<file path="src/rtl/sfd_pkg.sv">
// Shared definitions for the frame start and pilot presence detector.
// Assumes nothing beyond being compiled before the modules that import it.
package sfd_pkg;

    // Result of comparing both metrics against the threshold for one sample.
    typedef enum logic [1:0] {
        DET_NONE    = 2'd0,
        DET_PILOT   = 2'd1,
        DET_NOPILOT = 2'd2
    } det_kind_e;

endpackage

</file>
<file path="src/rtl/sfd_delay_line.sv">
// Enable-gated shift register of DEPTH stages.
// q presents the word accepted DEPTH enables ago, or zero after reset.
// Assumes DEPTH >= 1.
module sfd_delay_line #(
    parameter int W     = 24,
    parameter int DEPTH = 64
) (
    input  logic         clk,
    input  logic         rst_n,
    input  logic         en,
    input  logic [W-1:0] d,
    output logic [W-1:0] q
);

    logic [W-1:0] stage [DEPTH];

    for (genvar i = 0; i < DEPTH; i++) begin : g_stage
        if (i == 0) begin : g_head
            // Load the newest word into the first stage.
            always_ff @(posedge clk) begin
                if (!rst_n)  stage[i] <= '0;
                else if (en) stage[i] <= d;
            end
        end else begin : g_tail
            // Move the word one stage further along.
            always_ff @(posedge clk) begin
                if (!rst_n)  stage[i] <= '0;
                else if (en) stage[i] <= stage[i-1];
            end
        end
    end

    assign q = stage[DEPTH-1];

endmodule

</file>
<file path="src/rtl/sfd_moving_sum.sv">
// Running sum over the last LEN enabled samples.
// sum_now already includes the sample on the input this cycle.
// Assumes SW can hold LEN times the largest sample.
module sfd_moving_sum #(
    parameter int IW  = 20,
    parameter int LEN = 26,
    parameter int SW  = 27
) (
    input  logic          clk,
    input  logic          rst_n,
    input  logic          en,
    input  logic [IW-1:0] sample,
    output logic [SW-1:0] sum_now
);

    logic [IW-1:0] oldest;
    logic [SW-1:0] acc;

    sfd_delay_line #(.W(IW), .DEPTH(LEN)) u_window (
        .clk   (clk),
        .rst_n (rst_n),
        .en    (en),
        .d     (sample),
        .q     (oldest)
    );

    // Add the sample entering the window and drop the one leaving it.
    always_comb begin
        sum_now = acc + {{(SW-IW){1'b0}}, sample} - {{(SW-IW){1'b0}}, oldest};
    end

    // Keep the sum of the window for the next sample.
    always_ff @(posedge clk) begin
        if (!rst_n)  acc <= '0;
        else if (en) acc <= sum_now;
    end

endmodule

</file>
<file path="src/rtl/sfd_metric.sv">
// Squared magnitudes of the sum and the difference of two complex values.
// Purely combinational; output widths never overflow.
module sfd_metric #(
    parameter int CW = 12,
    localparam int MW = 2*CW + 3
) (
    input  logic signed [CW-1:0] a_re,
    input  logic signed [CW-1:0] a_im,
    input  logic signed [CW-1:0] b_re,
    input  logic signed [CW-1:0] b_im,
    output logic        [MW-1:0] sum_mag,
    output logic        [MW-1:0] diff_mag
);

    logic signed [CW:0]      sr, si, dr, di;
    logic signed [2*CW+1:0]  sr2, si2, dr2, di2;

    // Form the sum and difference, then square each component.
    always_comb begin
        sr  = a_re + b_re;
        si  = a_im + b_im;
        dr  = a_re - b_re;
        di  = a_im - b_im;
        sr2 = sr * sr;
        si2 = si * si;
        dr2 = dr * dr;
        di2 = di * di;
        sum_mag  = {1'b0, $unsigned(sr2)} + {1'b0, $unsigned(si2)};
        diff_mag = {1'b0, $unsigned(dr2)} + {1'b0, $unsigned(di2)};
    end

endmodule

</file>
<file path="src/rtl/sof_pilot_detector.sv">
// Frame start and pilot presence detector.
// It aligns the marker correlation to the signalling correlation and builds
// an energy-adaptive, floored threshold. It pulses on the first detecting
// valid sample and records which metric fired.
// Assumes the correlations arrive on the same valid strobe as the energy.
module sof_pilot_detector
    import sfd_pkg::*;
#(
    parameter int CW         = 12,
    parameter int EW         = 12,
    parameter int KW         = 8,
    parameter int SOF_LEN    = 26,
    parameter int PLSC_LEN   = 64,
    parameter int K_SOF      = 4,
    parameter int K_PLSC     = 2,
    parameter int K_DOWN     = 3,
    parameter int DOWN_SHIFT = 4,
    parameter int FLOOR_W    = 24
) (
    input  logic                 clk,
    input  logic                 rst_n,
    input  logic                 in_valid,
    input  logic signed [CW-1:0] sof_re,
    input  logic signed [CW-1:0] sof_im,
    input  logic signed [CW-1:0] plsc_re,
    input  logic signed [CW-1:0] plsc_im,
    input  logic [EW-1:0]        sym_energy,
    input  logic [FLOOR_W-1:0]   thr_floor,
    output logic                 sync_pulse,
    output logic                 pilot_flag
);

    localparam int IW   = EW + KW;
    localparam int LMAX = (SOF_LEN > PLSC_LEN) ? SOF_LEN : PLSC_LEN;
    localparam int SW   = IW + $clog2(LMAX + 1);
    localparam int TW   = SW + 1;
    localparam int PW   = TW + KW;
    localparam int MW   = 2*CW + 3;
    localparam int CMP0 = (PW > MW) ? PW : MW;
    localparam int CMPW = (CMP0 > FLOOR_W) ? CMP0 : FLOOR_W;

    localparam logic [KW-1:0] KS = KW'(K_SOF);
    localparam logic [KW-1:0] KP = KW'(K_PLSC);
    localparam logic [KW-1:0] KD = KW'(K_DOWN);

    logic [IW-1:0]   e_sof, e_plsc;
    logic [SW-1:0]   sum_sof, sum_plsc;
    logic [TW-1:0]   thr_raw;
    logic [PW-1:0]   thr_prod;
    logic [CMPW-1:0] thr_down, thr_min, thr_used, a_ext, b_ext;
    logic [2*CW-1:0] sof_dly;
    logic signed [CW-1:0] md_re, md_im;
    logic [MW-1:0]   metric_a, metric_b;
    det_kind_e       kind;
    logic            det_prev;

    // Weight the symbol energy for each correlator's window.
    always_comb begin
        e_sof  = {{KW{1'b0}}, sym_energy} * {{EW{1'b0}}, KS};
        e_plsc = {{KW{1'b0}}, sym_energy} * {{EW{1'b0}}, KP};
    end

    sfd_moving_sum #(.IW(IW), .LEN(SOF_LEN), .SW(SW)) u_sum_sof (
        .clk(clk), .rst_n(rst_n), .en(in_valid), .sample(e_sof), .sum_now(sum_sof)
    );

    sfd_moving_sum #(.IW(IW), .LEN(PLSC_LEN), .SW(SW)) u_sum_plsc (
        .clk(clk), .rst_n(rst_n), .en(in_valid), .sample(e_plsc), .sum_now(sum_plsc)
    );

    sfd_delay_line #(.W(2*CW), .DEPTH(PLSC_LEN)) u_sof_align (
        .clk(clk), .rst_n(rst_n), .en(in_valid), .d({sof_re, sof_im}), .q(sof_dly)
    );

    // Split the aligned marker word back into its components.
    always_comb begin
        md_re = signed'(sof_dly[2*CW-1:CW]);
        md_im = signed'(sof_dly[CW-1:0]);
    end

    sfd_metric #(.CW(CW)) u_metric (
        .a_re(md_re), .a_im(md_im), .b_re(plsc_re), .b_im(plsc_im),
        .sum_mag(metric_a), .diff_mag(metric_b)
    );

    // Combine the windows, scale down and clamp at the floor.
    always_comb begin
        thr_raw  = {1'b0, sum_sof} + {1'b0, sum_plsc};
        thr_prod = {{KW{1'b0}}, thr_raw} * {{TW{1'b0}}, KD};
        thr_down = CMPW'(thr_prod >> DOWN_SHIFT);
        thr_min  = CMPW'(thr_floor);
        thr_used = (thr_down > thr_min) ? thr_down : thr_min;
    end

    // Classify the sample, giving the sum metric priority.
    always_comb begin
        a_ext = CMPW'(metric_a);
        b_ext = CMPW'(metric_b);
        if (a_ext > thr_used)      kind = DET_PILOT;
        else if (b_ext > thr_used) kind = DET_NOPILOT;
        else                       kind = DET_NONE;
    end

    // Pulse on the first detecting sample and latch its pilot decision.
    always_ff @(posedge clk) begin
        if (!rst_n) begin
            sync_pulse <= 1'b0;
            pilot_flag <= 1'b0;
            det_prev   <= 1'b0;
        end else if (in_valid) begin
            sync_pulse <= (kind != DET_NONE) && !det_prev;
            det_prev   <= (kind != DET_NONE);
            if ((kind != DET_NONE) && !det_prev)
                pilot_flag <= (kind == DET_PILOT);
        end else begin
            sync_pulse <= 1'b0;
        end
    end

endmodule

</file>
<file path="config.mk">
export PLATFORM = sky130hd
export DESIGN_NAME = sof_pilot_detector
export DESIGN_NICKNAME = d
export VERILOG_FILES = /design/src/rtl/sfd_pkg.sv /design/src/rtl/sfd_delay_line.sv /design/src/rtl/sfd_moving_sum.sv /design/src/rtl/sfd_metric.sv /design/src/rtl/sof_pilot_detector.sv
export SDC_FILE = /design/constraint.sdc
export NUM_CORES = 2
export LEC_CHECK = 0
export CAP_MARGIN = 20
export CORE_ASPECT_RATIO = 0.8
export CORE_MARGIN = 5
export CORE_UTILIZATION = 50
export CTS_BUF_LIST = sky130_fd_sc_hd__clkbuf_8
export DETAILED_ROUTE_END_ITERATION = 6
export PLACE_DENSITY = 0.63
export SLEW_MARGIN = 20
export SYNTH_ARGS = -nofsm -noshare
export SYNTH_HDL_FRONTEND = slang
export SYNTH_HIERARCHICAL = 1
export SYNTH_SLANG_ARGS = --single-unit
</file>
<file path="constraint.sdc">
create_clock -name clk -period 63.2 [get_ports clk]
set_input_delay 9.48 -clock clk [delete_from_list [all_inputs] [get_ports clk]]
set_output_delay 9.48 -clock clk [all_outputs]
set_load 0.01 [all_outputs]
</file>
Word level (Yosys, flattened, before mapping)
Memories as Yosys holds them, arrays and structs flattened.
Cells that the tools add are included.
{"block": "word_totals", "regBits": 57, "ram_bits": 3336, "in_bits": 87, "elab_cells": 348, "mem_count": 3}
{"block": "classes", "add_sub_neg": 11, "multipliers": 5, "magnitude_cmp": 3, "n_eq_ne": 1, "mux": 161, "bitwise_logic": 154, "n_reduce_logical": 5}
{"memory": "u_sof_align.stage", "depth": 64, "word_bits": 24, "read_ports": 64, "rd_clocked_by_memory_dff": 0, "wr": 64, "line": "sfd_delay_line.sv:15", "text": "logic [W-1:0] stage [DEPTH];"}
{"memory": "u_sum_plsc.u_window.stage", "depth": 64, "word_bits": 20, "read_ports": 64, "rd_clocked_by_memory_dff": 0, "wr": 64, "line": "sfd_delay_line.sv:15"}
{"memory": "u_sum_sof.u_window.stage", "depth": 26, "word_bits": 20, "read_ports": 26, "rd_clocked_by_memory_dff": 0, "wr": 26, "line": "sfd_delay_line.sv:15"}
{"cell": "$mux W20", "count": 90}
{"cell": "$mux W24", "count": 64}
{"cell": "$or A1 B1 Y1", "count": 154}
{"cell": "$mul A13 B13 Y26", "count": 4}
{"cell": "$add A26 B26 Y27", "count": 2}
{"cell": "$gt A27 B26 Y1", "count": 2}
{"cell": "$sub A27 B20 Y27", "count": 2}
{"cell": "$mul A28 B2 Y30 const B", "count": 1}
{"cell": "$add A27 B27 Y28", "count": 1}
{"cell": "$add A27 B13 Y27", "count": 1}
{"cell": "$add A27 B14 Y27", "count": 1}
{"cell": "$add A12 B12 Y13", "count": 2}
{"cell": "$gt A26 B24 Y1", "count": 1}
{"cell": "$mux W26", "count": 1}
{"cell": "$sub A12 B12 Y13", "count": 2}
{"cell": "$mux W1", "count": 4}
{"cell": "$mux W2", "count": 2}
{"cell": "$reduce_and A2 Y1", "count": 2}
{"cell": "$eq A2 B1 Y1 const B", "count": 1}
{"cell": "$reduce_bool A2 Y1", "count": 1}
{"cell": "$logic_and A1 B1 Y1", "count": 1}
{"cell": "$logic_not A1 Y1", "count": 1}

Longest topological paths before layout
{"block": "depth", "ltp_word": 12, "mapped_depth": 54}

By module
Netlist, hierarchy kept.
{"module": "sfd_delay_line at u_sof_align", "instances": 1, "cells_each": 3438, "area_each_um2": 58194.6, "seq_area_each_um2": 46124.2}
{"module": "sfd_delay_line at u_sum_plsc.u_window", "instances": 1, "cells_each": 2865, "area_each_um2": 48029.8, "seq_area_each_um2": 38436.9}
{"module": "sfd_metric", "instances": 1, "cells_each": 3072, "area_each_um2": 26730.6, "seq_area_each_um2": 0.0}
{"module": "sfd_delay_line at u_sum_sof.u_window", "instances": 1, "cells_each": 1156, "area_each_um2": 19592.5, "seq_area_each_um2": 15615.0}
{"module": "sfd_moving_sum", "instances": 2, "cells_each": 419, "area_each_um2": 3328.2, "seq_area_each_um2": 540.5}
{"module": "sof_pilot_detector", "instances": 1, "cells_each": 698, "area_each_um2": 5193.7, "seq_area_each_um2": 60.1}

Worst setup path before layout
OpenSTA, ideal clock, no wires.
{"block": "synth_timing", "kind": "input-to-reg", "start": "input in_valid", "end": "memory u_sof_align.stage[0][0] (enable)", "t_arrival_ns": 46.052, "path_slack_ns": 14.951, "stages": 3, "path_buffers": 2, "path_cell_list": "buf_6 -> buf_4 -> nand2b_1"}
{"item": "start, declared", "line": "sof_pilot_detector.sv:22", "text": "input logic in_valid,"}
{"item": "end, declared", "line": "sfd_delay_line.sv:15"}

Final worst setup path
{"block": "layout_timing", "start": "input sym_energy[11]", "end": "register pilot_flag"}
{"block": "layout_between", "elab_chain_len": 12, "word_cells_on_any_way": 16, "cone_classes": "add/sub (5); mul (1); order compare (3); eq/ne (1); mux (3); reduce/logical (3)"}
{"item": "start, declared", "line": "sof_pilot_detector.sv:27", "text": "input logic [EW-1:0] sym_energy,"}
{"item": "$add A27 B13 Y27 *", "line": "sfd_moving_sum.sv:29", "text": "sum_now = acc + {{(SW-IW){1'b0}}, sample} - {{(SW-IW){1'b0}}, oldest};"}
{"item": "$sub A27 B20 Y27 *", "line": "sfd_moving_sum.sv:29"}
{"item": "net sum_plsc[17]", "line": "sof_pilot_detector.sv:47", "text": "logic [SW-1:0] sum_sof, sum_plsc;"}
{"item": "$add A27 B27 Y28 *", "line": "sof_pilot_detector.sv:88", "text": "thr_raw = {1'b0, sum_sof} + {1'b0, sum_plsc};"}
{"item": "$mul A28 B2 Y30 *", "line": "sof_pilot_detector.sv:89", "text": "thr_prod = {{KW{1'b0}}, thr_raw} * {{TW{1'b0}}, KD};"}
{"item": "$gt A26 B24 Y1", "line": "sof_pilot_detector.sv:92", "text": "thr_used = (thr_down > thr_min) ? thr_down : thr_min;"}
{"item": "$mux W26 *", "line": "sof_pilot_detector.sv:92"}
{"item": "$gt A27 B26 Y1", "line": "sof_pilot_detector.sv:100", "text": "else if (b_ext > thr_used) kind = DET_NOPILOT;"}
{"item": "$mux W2", "line": "sof_pilot_detector.sv:100"}
{"item": "$mux W2 *", "line": "sof_pilot_detector.sv:99", "text": "if (a_ext > thr_used) kind = DET_PILOT;"}
{"item": "$reduce_bool A2 Y1", "line": "sof_pilot_detector.sv:113", "text": "if ((kind != DET_NONE) && !det_prev)"}
{"item": "$logic_and A1 B1 Y1", "line": "sof_pilot_detector.sv:113"}
{"item": "$reduce_and A2 Y1 (no source line)"}
{"item": "end signal, assigned", "line": "sof_pilot_detector.sv:114", "text": "pilot_flag <= (kind == DET_PILOT);"}
{"item": "end, declared", "line": "sof_pilot_detector.sv:30", "text": "output logic pilot_flag"}
Mark *: on every way through the listed nets, which the timed path passes. The rest lies on a longest branch.
A chain may end at the register's enable or synchronous reset.

==> flow_metrics.py <==
metrics = {
    "synthesis": {
        "synth_edf_count": 3336,
        "ys.warnings.count": 6,
        "synth.avg_cell_area_um2": 13.6,
        "syn_inst": 12100,
        "syn_area_um2": 164000,
        "synth-main-ff-cell": "edfxtp_1",
        "ys_types": 112,
        "yosysSeqAreaShare_pct": 61.6,
        "synth_seq_cells": 3393,
        "async_reset_ff_share_pct": 0,
    },
    "sta": {
        "maxSlewViolCount": 0,
        "finalSetupViolCount": 0,
        "rsz0062_at_grt": "no",
        "skew_ns": 0.116,
        "hold_viol": 0,
        "tns_ns": 0,
        "fmax_mhz": 47.7,
        "min_period_ns": 20.98,
        "hold_slack_ns": 0.443,
        "tightest_slew_ns": 1.13,
        "timing.final.crit_share_pct": 33.2,
        "relSlewSlack_pct": 24.8,
    },
    "global_routing": {
        "grt_pass1_vias": 91100,
        "grt_first_pass_wirelength_um": 505000,
        "overflow": 0,
        "grt_max_degree": 308,
        "grtUsageTotal_pct": 18.0,
        "antenna_found_initial": 24,
    },
    "route": {
        "firstDrtPassIters": 5,
        "via_per_inst": 5.42,
        "drc_errors": 0,
        "drt-initial-drc-count": 7905,
        "wl_per_cell_um": 18.7,
        "ant_nets": 0,
        "wirelength_um": 313000,
        "num_vias": 90700,
    },
    "die": {
        "dieArea_um2": 340000,
        "fp.dieH_um": 523,
        "rows": 188,
        "die_w_um": 651,
        "initial_core_util_pct": 50.2,
        "core_area_um2": 328000,
        "io_pins": 89,
    },
    "worst_setup_path": {
        "startpoint_type": "input pin",
        "path_buf_inv": 6,
        "crit_required_ns": 64.15,
        "cp_max_fo": 23,
        "worstPathArrival_ns": 21.92,
        "rrSetupSlack_ns": 50.73,
        "cp-end-kind": "flip-flop",
        "critPathSlowestCell": "clkdlybuf4s50_1",
        "path_class": "in2reg",
        "critPathTopFamily": "compound AO/OA/AOI/OAI gates",
        "cp_slowest_stage_delay_ns": 1.09,
    },
    "cells_and_area": {
        "nets": 13200,
        "area_growth_pct": 7.41,
        "drive_gt1_share_pct": 7.09,
    },
    "status": {
        "status": "completed",
    },
    "clocking": {
        "cts_hold_buffers": 0,
        "path_clk_slew_ns": 0.06,
        "cts_tree": "done",
        "cts-root-buf": "clkbuf_8",
        "worstSkewPairLatency_ns": 1.11,
        "cts_made_buffers": 531,
        "cts_setup_buffers": 0,
        "post_cts_resized": 0,
        "cts.sinks": 3393,
        "clockBufferDepth": 4,
        "htree_levels": 6,
    },
    "job": {
        "maxCapViolCount": 0,
    },
    "min_path": {
        "min-delay-path-class": "reg2reg",
    },
    "place": {
        "gp_congestion": 0.869,
        "numPortBuffers": 88,
        "place_hpwl_um": 187000,
    },
}
synthesized netlist by cell type, types with 160 or more instances:
cell,number,area share (%)
and3_1,3371,13
a21oi_1,228,0.69
fa_1,603,7.3
clkbuf_2,259,0.79
buf_2,211,0.64
nor2_1,347,0.79
inv_1,1042,2.4
edfxtp_1,3336,61
nand2_1,269,0.61
xnor2_1,234,1.2
clkbuf_1,160,0.37
ha_1,575,4.4
flip-flops by register name (all words and copies together) (netlist names):
signal	count
sync_pulse	1
u_sum_sof/u_window/stage	520
det_prev	1
u_sum_plsc/u_window/stage	1280
pilot_flag	1
u_sum_plsc/acc	27
u_sum_sof/acc	27
u_sof_align/stage	1536
final timing paths:
kind,start,to,cells past startpoint
worst max-delay path,sym_energy[11],pilot_flag,50
worst min-delay path,u_sum_plsc/u_window/stage[1][378],u_sum_plsc/u_window/stage[1][398],1
worst max register to register,u_sof_align/stage[1][756],det_prev,49
worst min register to register,u_sum_plsc/u_window/stage[1][378],u_sum_plsc/u_window/stage[1][398],1
cell type report:
class / count / area, um^2
Antenna cell: 4 / 10.0
Sequential cell: 3393 / 101000
Timing Repair Buffer: 216 / 2120
Clock inverter: 366 / 2070
Tap cell: 4370 / 5470
Fill cell: 27200 / 151000
Multi-Input combinational cell: 6783 / 54200
Clock buffer: 542 / 7460
Inverter: 1056 / 3960
kinds of logic after synthesis:
group / after synthesis / synth area share (%)
multiplexers: 35 / 0.214
AO/OA/AOI/OAI: 827 / 3.50
AND/OR/NAND/NOR: 4413 / 15.8
XOR/XNOR: 296 / 1.58
other: 2 / 0.00457
adder cells (fa/ha/maj): 1178 / 11.7
flip-flops: 3393 / 61.6
buffers and inverters: 1923 / 5.51
layer usage:
layer	part of all wire, %	vias to the layer above	global-route usage, %
li1	-	43400	-
met1	51	45200	28.7
met2	42	1700	25.8
met3	4.4	504	2.80
met4	2.3	2	4.81
met5	0.0022	-	0
through the flow:
stage	cell area (um^2)	utilization (%)	instances	worst slack (ns)
floorplan	165000	-	12100	14.95
global placement	167000	50.9	15800	41.45
detailed placement	167000	50.9	15800	41.37
CTS	176000	53.8	16700	42.59
global route	177000	53.9	16700	41.43
finish	177000	53.9	16700	42.22
cells in the final DEF (no fill, tap or decap), types with 111 or more instances in the layout:
cell         n
ha_1       575
clkbuf_8   542
fa_1       603
xnor2_1    232
o21ai_0    111
nand2_1    269
clkinv_1   115
edfxtp_1  3336
and3_1    3371
inv_1     1208
a21oi_1    228
nor2_1     347
Power is left out: the tool's default activity adds up to more than one toggle a clock period on the data nets, which glitch-free logic cannot reach.
